<file path="config.mk">
export PLATFORM = sky130hd
export DESIGN_NAME = ser_frame_tx
export DESIGN_NICKNAME = d
export VERILOG_FILES = /design/src/rtl/stx_pkg.sv /design/src/rtl/stx_baud_gen.sv /design/src/rtl/stx_parity.sv /design/src/rtl/stx_frame_ctrl.sv /design/src/rtl/ser_frame_tx.sv
export SDC_FILE = /design/constraint.sdc
export NUM_CORES = 1
export LEC_CHECK = 0
export ABC_AREA = 1
export BUFFER_PORTS_ARGS = -buffer_cell sky130_fd_sc_hd__buf_2
export CORE_MARGIN = 2
export CORE_UTILIZATION = 36
export DETAILED_ROUTE_END_ITERATION = 6
export PLACE_DENSITY = 0.62
export SYNTH_ARGS = -nofsm -noshare
export SYNTH_HDL_FRONTEND = slang
export SYNTH_SLANG_ARGS = --single-unit
export TNS_END_PERCENT = 5
</file>
<file path="constraint.sdc">
create_clock -name clk -period 3.7 [get_ports clk]
set_input_delay 0.37 -clock clk [delete_from_list [all_inputs] [get_ports clk]]
set_output_delay 0.37 -clock clk [all_outputs]
set_load 0.03 [all_outputs]
</file>
<file path="src/rtl/stx_pkg.sv">
package stx_pkg;

    typedef enum logic [2:0] {
        ST_IDLE,
        ST_START,
        ST_DATA,
        ST_PAR,
        ST_STOP
    } frame_st_e;

    // Force a requested length into the legal window [lo, hi].
    function automatic int unsigned clamp_len(int unsigned req, int unsigned lo, int unsigned hi);
        if (req < lo) return lo;
        if (req > hi) return hi;
        return req;
    endfunction

endpackage

</file>
<file path="src/rtl/stx_baud_gen.sv">
module stx_baud_gen #(
    parameter int DIV_W = 16
) (
    input  logic             clk,
    input  logic             rst_n,
    input  logic             restart,
    input  logic             run,
    input  logic [DIV_W-1:0] div_in,
    output logic             bit_end,
    output logic             late_half
);

    typedef struct packed {
        logic [DIV_W-1:0] cnt;
        logic [DIV_W-1:0] div;
    } baud_st_t;

    baud_st_t   r_q, r_d;
    logic [DIV_W:0] half_pt;

    assign bit_end   = run && (r_q.cnt == r_q.div);
    assign half_pt   = ({1'b0, r_q.div} + (DIV_W+1)'(1)) >> 1;
    assign late_half = run && ({1'b0, r_q.cnt} >= half_pt);

    always_comb begin
        r_d = r_q;
        if (restart) begin
            r_d.cnt = '0;
            r_d.div = div_in;
        end else if (!run || bit_end) begin
            r_d.cnt = '0;
        end else begin
            r_d.cnt = r_q.cnt + DIV_W'(1);
        end
    end

    always_ff @(posedge clk or negedge rst_n) begin
        if (!rst_n) r_q <= '0;
        else        r_q <= r_d;
    end

endmodule

</file>
<file path="src/rtl/stx_parity.sv">
module stx_parity #(
    parameter int MAX_BITS = 9,
    parameter int LEN_W    = 4
) (
    input  logic [MAX_BITS-1:0] data,
    input  logic [LEN_W-1:0]    len,
    input  logic                odd,
    output logic                par
);

    logic [MAX_BITS-1:0] keep;

    for (genvar i = 0; i < MAX_BITS; i++) begin : g_mask
        assign keep[i] = (i < int'(len));
    end

    assign par = (^(data & keep)) ^ odd;

endmodule

</file>
<file path="src/rtl/stx_frame_ctrl.sv">
module stx_frame_ctrl
    import stx_pkg::*;
#(
    parameter int MAX_BITS = 9,
    parameter int LEN_W    = 4
) (
    input  logic                clk,
    input  logic                rst_n,
    input  logic                launch,
    input  logic [MAX_BITS-1:0] load_data,
    input  logic                load_par,
    input  logic [LEN_W-1:0]    len_in,
    input  logic                par_en_in,
    input  logic                two_stop_in,
    input  logic                sync_in,
    input  logic                bit_end,
    output logic                busy,
    output logic                txd,
    output logic                done_pulse,
    output logic                sync_mode
);

    typedef struct packed {
        frame_st_e           st;
        logic [MAX_BITS-1:0] shreg;
        logic [LEN_W-1:0]    idx;
        logic [LEN_W-1:0]    last_idx;
        logic                par_en;
        logic                par_bit;
        logic                two_stop;
        logic                stop2;
        logic                sync;
        logic                done;
    } ctrl_st_t;

    ctrl_st_t c_q, c_d;

    always_comb begin
        c_d      = c_q;
        c_d.done = 1'b0;
        unique case (c_q.st)
            ST_IDLE: begin
                if (launch) begin
                    c_d.st       = ST_START;
                    c_d.shreg    = load_data;
                    c_d.idx      = '0;
                    c_d.last_idx = len_in - LEN_W'(1);
                    c_d.par_en   = par_en_in;
                    c_d.par_bit  = load_par;
                    c_d.two_stop = two_stop_in;
                    c_d.stop2    = 1'b0;
                    c_d.sync     = sync_in;
                end
            end
            ST_START: begin
                if (bit_end) c_d.st = ST_DATA;
            end
            ST_DATA: begin
                if (bit_end) begin
                    c_d.shreg = c_q.shreg >> 1;
                    if (c_q.idx == c_q.last_idx) begin
                        c_d.st = c_q.par_en ? ST_PAR : ST_STOP;
                    end else begin
                        c_d.idx = c_q.idx + LEN_W'(1);
                    end
                end
            end
            ST_PAR: begin
                if (bit_end) c_d.st = ST_STOP;
            end
            ST_STOP: begin
                if (bit_end) begin
                    if (c_q.two_stop && !c_q.stop2) begin
                        c_d.stop2 = 1'b1;
                    end else begin
                        c_d.st   = ST_IDLE;
                        c_d.done = 1'b1;
                    end
                end
            end
            default: c_d.st = ST_IDLE;
        endcase
    end

    always_ff @(posedge clk or negedge rst_n) begin
        if (!rst_n) begin
            c_q    <= '0;
            c_q.st <= ST_IDLE;
        end else begin
            c_q <= c_d;
        end
    end

    always_comb begin
        unique case (c_q.st)
            ST_START: txd = 1'b0;
            ST_DATA:  txd = c_q.shreg[0];
            ST_PAR:   txd = c_q.par_bit;
            default:  txd = 1'b1;
        endcase
    end

    assign busy       = (c_q.st != ST_IDLE);
    assign done_pulse = c_q.done;
    assign sync_mode  = c_q.sync;

endmodule

</file>
<file path="src/rtl/ser_frame_tx.sv">
module ser_frame_tx
    import stx_pkg::*;
#(
    parameter  int MAX_BITS = 9,
    parameter  int MIN_BITS = 5,
    parameter  int DIV_W    = 16,
    localparam int LEN_W    = $clog2(MAX_BITS + 1)
) (
    input  logic                clk,
    input  logic                rst_n,
    input  logic [DIV_W-1:0]    baud_div,
    input  logic [LEN_W-1:0]    cfg_len,
    input  logic                cfg_par_en,
    input  logic                cfg_par_odd,
    input  logic                cfg_two_stop,
    input  logic                cfg_sync,
    input  logic                data_wr,
    input  logic [MAX_BITS-1:0] data_in,
    input  logic                start,
    output logic                txd,
    output logic                sclk,
    output logic                busy,
    output logic                done_irq
);

    typedef struct packed {
        logic [MAX_BITS-1:0] hold;
    } top_st_t;

    top_st_t t_q, t_d;

    logic                busy_w;
    logic                launch;
    logic [MAX_BITS-1:0] launch_data;
    logic [LEN_W-1:0]    len_eff;
    logic                par_w;
    logic                bit_tick;
    logic                late_half;
    logic                sync_mode;

    assign launch      = start && !busy_w;
    assign launch_data = data_wr ? data_in : t_q.hold;
    assign len_eff     = LEN_W'(clamp_len(int'(cfg_len), MIN_BITS, MAX_BITS));

    always_comb begin
        t_d = t_q;
        if (data_wr && !busy_w) t_d.hold = data_in;
    end

    always_ff @(posedge clk or negedge rst_n) begin
        if (!rst_n) t_q <= '0;
        else        t_q <= t_d;
    end

    stx_baud_gen #(
        .DIV_W (DIV_W)
    ) u_baud (
        .clk       (clk),
        .rst_n     (rst_n),
        .restart   (launch),
        .run       (busy_w),
        .div_in    (baud_div),
        .bit_end   (bit_tick),
        .late_half (late_half)
    );

    stx_parity #(
        .MAX_BITS (MAX_BITS),
        .LEN_W    (LEN_W)
    ) u_par (
        .data (launch_data),
        .len  (len_eff),
        .odd  (cfg_par_odd),
        .par  (par_w)
    );

    stx_frame_ctrl #(
        .MAX_BITS (MAX_BITS),
        .LEN_W    (LEN_W)
    ) u_ctrl (
        .clk         (clk),
        .rst_n       (rst_n),
        .launch      (launch),
        .load_data   (launch_data),
        .load_par    (par_w),
        .len_in      (len_eff),
        .par_en_in   (cfg_par_en),
        .two_stop_in (cfg_two_stop),
        .sync_in     (cfg_sync),
        .bit_end     (bit_tick),
        .busy        (busy_w),
        .txd         (txd),
        .done_pulse  (done_irq),
        .sync_mode   (sync_mode)
    );

    assign busy = busy_w;
    assign sclk = sync_mode && late_half;

endmodule

</file>
==> summary.md <==
| Metric | Value |
|---|---|
| Synth Register Bits | `67` |
| First-pass GRT wire length | `17.8 mm` |
| Largest fanout on the critical path | `4` |
| Die ar. | `12,900 sq um` |
| Rel. slew slack | `between 50% and 60%` |
| Initial core utilization | `roughly 37%` |
| Clock Sinks | `67` |
| Fmax | `291 MHz` |
| Arr. time, crit path | `3070 ps` |
| Syn Area/Cell | `7.10 sq um` |
| Setup violations, final | `0` |
| Die Ht | `114 um` |
| P_leak | `2.57 nW` |
| Crit-path cells | `ha_1 -> nand3_1 -> nor2_1 -> nand2_1 -> nor2_4 -> nand3_1 -> nor2_1 -> xor2_1 -> inv_1 -> ha_1 -> nand2_1 -> nor3_2 -> nand3_1 -> nand3_1 -> nand3_1 -> inv_1 -> buf_2` |
| Clock latency on the worst-skew pair | `about 330 ps` |
| R2R Setup Slk | `1730 ps` |
| Worst path most repeated cell | `nand3_1` |
| Setup crit end | `sclk` |
| Seq/Total Area, Yosys | `38.7%` |
| Area Growth Syn to Fin | `16.4%` |
| CP Capture Type | `output port` |
| CTS tree | `done` |
| Non-Filler Instances | `between 800 and 900` |
| Max VDD drop | `approximately 0.30 mV` |
| Synth Instances | `611` |
| Area of the multi-input gates | `2270 sq um` |
| Most frequent cells in the layout | `nand2_1, inv_1, dfrtp_1, o21ai_0, nor2_1` |
| Layout Utilization | `42.6%` |
| Length of the first detailed-routing pass in iterations | `4` |
| Worst Reg2Reg Path Length in Cells | `11` |
| Number of global-route vias before repair | `3,941` |
| DP Cell Count | `790` |
| Place WS | `549 ps` |
| Max-Cap Viols | `0` |
| Root Buffer | `clkbuf_16` |
| IO Port Bufs | `40` |
| Tot GR Track Use | `16.9%` |
| Cell taking the most area after synthesis | `dfrtp_1` |
| Largest net degree at the start of global routing | `31` |
| Syn nets | `669` |
| Htree depth | `3` |
| Status | `finished clean` |
| Worst hold slack | `90.6 ps` |
| Slew at the pin closest to its max-slew limit | `between 700 and 800 ps` |
| Max stage delay on crit path | `~400 ps` |
| Data required time of the critical path | `3330 ps` |
| Slowest stage cell on the critical path | `dfrtp_1` |
| Die X | `approximately 110 um` |
| Yosys synthesis warning count | `0` |
| Ports | `41` |
| Core Rows | `40` |
| Routability cong. | `0.843` |
| Worst hold path class | `primary input to async pin` |
| Mapped Area | `4340 sq um` |
| Vias post-DR | `3,962` |
| CTS Buf Count | `9` |
| Reg-to-Reg Start | `u_baud.r_q[19]` |
| CTS clk-pin slew, worst paths | `60 ps` |
| Number of hold buffers added after cts | `0` |
| Yosys top cell area share | `between 30% and 40%` |
| 1st-iter DRT viols | `196` |
| Total power | `0.00357 W` |
| Crit. Startpoint | `u_baud.r_q[0]` |
| Post-DR wirelength/cell | `12.6 um` |
| Max Transition Viols Final | `0` |
| Setup ws final | `263 ps` |
| Initial antenna violation count | `0` |
| DRC | `0` |
| Register Area | `roughly 1700 sq um` |
| PwrDens | `706 nW/um^2` |
| Crit Path Category | `register to output port` |
| Post-synth cell types | `32` |
| Tmin final | `3440 ps` |
| CTS Buffer Depth | `2` |
| # diodes | `0` |
| Filler cells | `1,212` |
| Post-route ant nets | `0` |
| Commonest non-fill, non-tap cell in the layout | `nand2_1` |
| Fin. Hold Viols | `0` |
| Period utilisation layout | `92.9%` |
| Share of cells above drive strength 1 | `a little over an eighth` |
| Critical Path Start Type | `register` |
| Post-DP HPWL | `7.63 mm` |
| Layout Nets | `713` |
| Remaining global-route overflow | `0` |
| DR vias/cell | `4.91` |
| Total core area | `approximately 12,000 sq um` |
| Clk_skew | `roughly 7 ps` |
| Reg-to-Reg End | `u_baud.r_q[25]` |
| Routed wire length | `10.2 mm` |
| Synth top area cells | `dfrtp_1, nand2_1, inv_1, o21ai_0, ha_1` |
[synth_stat cells (all sizes together)]
cell and count:
nand3 27, xnor2 6, nor3b 2, o21bai 1, nand4 5, o21ai 57
nand2 197, inv 93, o21a 2, ha 21, xor2 17, nor3 12
o211ai 3, nor2 49, o22ai 7, dfrtp 67, buf 6, o311ai 1
nor4 4, or2 3, a21oi 25, clkbuf 5, a211oi 1
[what timing repair did]
action | CTS | global route
endpoints found under the setup margin | 0 | 1
setup buffers | 0 | 1
resized for setup | 0 | 4
[per-stage QoR]
step                      setup TNS [ps]  instance area [sq um]
after CTS                              0                   5020
after floorplan                        0                   4340
after global placement                 0                   4690
final                                  0                   5050
after global routing               -10.4                   5050
after detailed placement               0                   4690
[layer usage]
metal  global-route usage, %  vias to the layer above  wire length [um]
met5                       0                        -                 0
met4                    5.53                        0                91
met3                    3.72                        9               380
met2                    28.8                       72              4970
met1                    21.5                     1858              4740
li1                        -                     2023                 -
[layout make-up]
| type | instances | share of cell area, % |
|---|---|---|
| clock buffers | 11 | 5.00 |
| clock inverters | 5 | 1.64 |
| inverters | 93 | 7.01 |
| multi-input cells | 440 | 44.9 |
| flip-flops and latches | 67 | 33.2 |
| well taps | 147 | 3.64 |
| repair buffers | 44 | 4.56 |
[logic make-up after synthesis]
family,count (synthesis),synth area share (%)
buffers and inverters,104,9.52
adders and majority gates,21,6.06
xor gates and xnor gates,23,4.64
DFF,67,38.7
AOI/OAI and AO/OA,97,11.9
and+or+nand+nor,299,29.2
[power breakdown]
part / leakage (nW) / switching [W] / total, W / internal [W]
clock: 0.167 / 0.000333 / 0.000963 / 0.000630
combinational: 1.54 / 0.000910 / 0.00139 / 0.000484
sequential: 0.861 / 0.000224 / 0.00121 / 0.000985
total: 2.57 / 0.00147 / 0.00357 / 0.00210
[registers in the layout, indices dropped and copies added (netlist names)]
name,cells
u_baud.r_q,32
t_q,9
u_ctrl.sync_mode,1
u_ctrl.c_q,24
u_ctrl.done_pulse,1
[critical path: cells and delay by family, from the launching register on]
family	cells	cell delay (ps)
XOR/XNOR	1	170
adder cells (fa/ha/maj)	2	490
AND/OR/NAND/NOR	11	1370
buffers and inverters	3	300
flip-flops	1	400
[how the worst min path moves through the flow]
stage | slack, ps | from | end
after floorplan | 70 | rst_n | t_q[0]
after global placement | 450 | u_ctrl.c_q[3] | u_ctrl.done_pulse
after detailed placement | 460 | u_ctrl.c_q[3] | u_ctrl.done_pulse
after CTS | 130 | rst_n | t_q[1]
after global routing | 160 | rst_n | t_q[1]
final | 90 | rst_n | u_baud.r_q[7]
No activity file was read; power rests on OpenSTA's default activity.
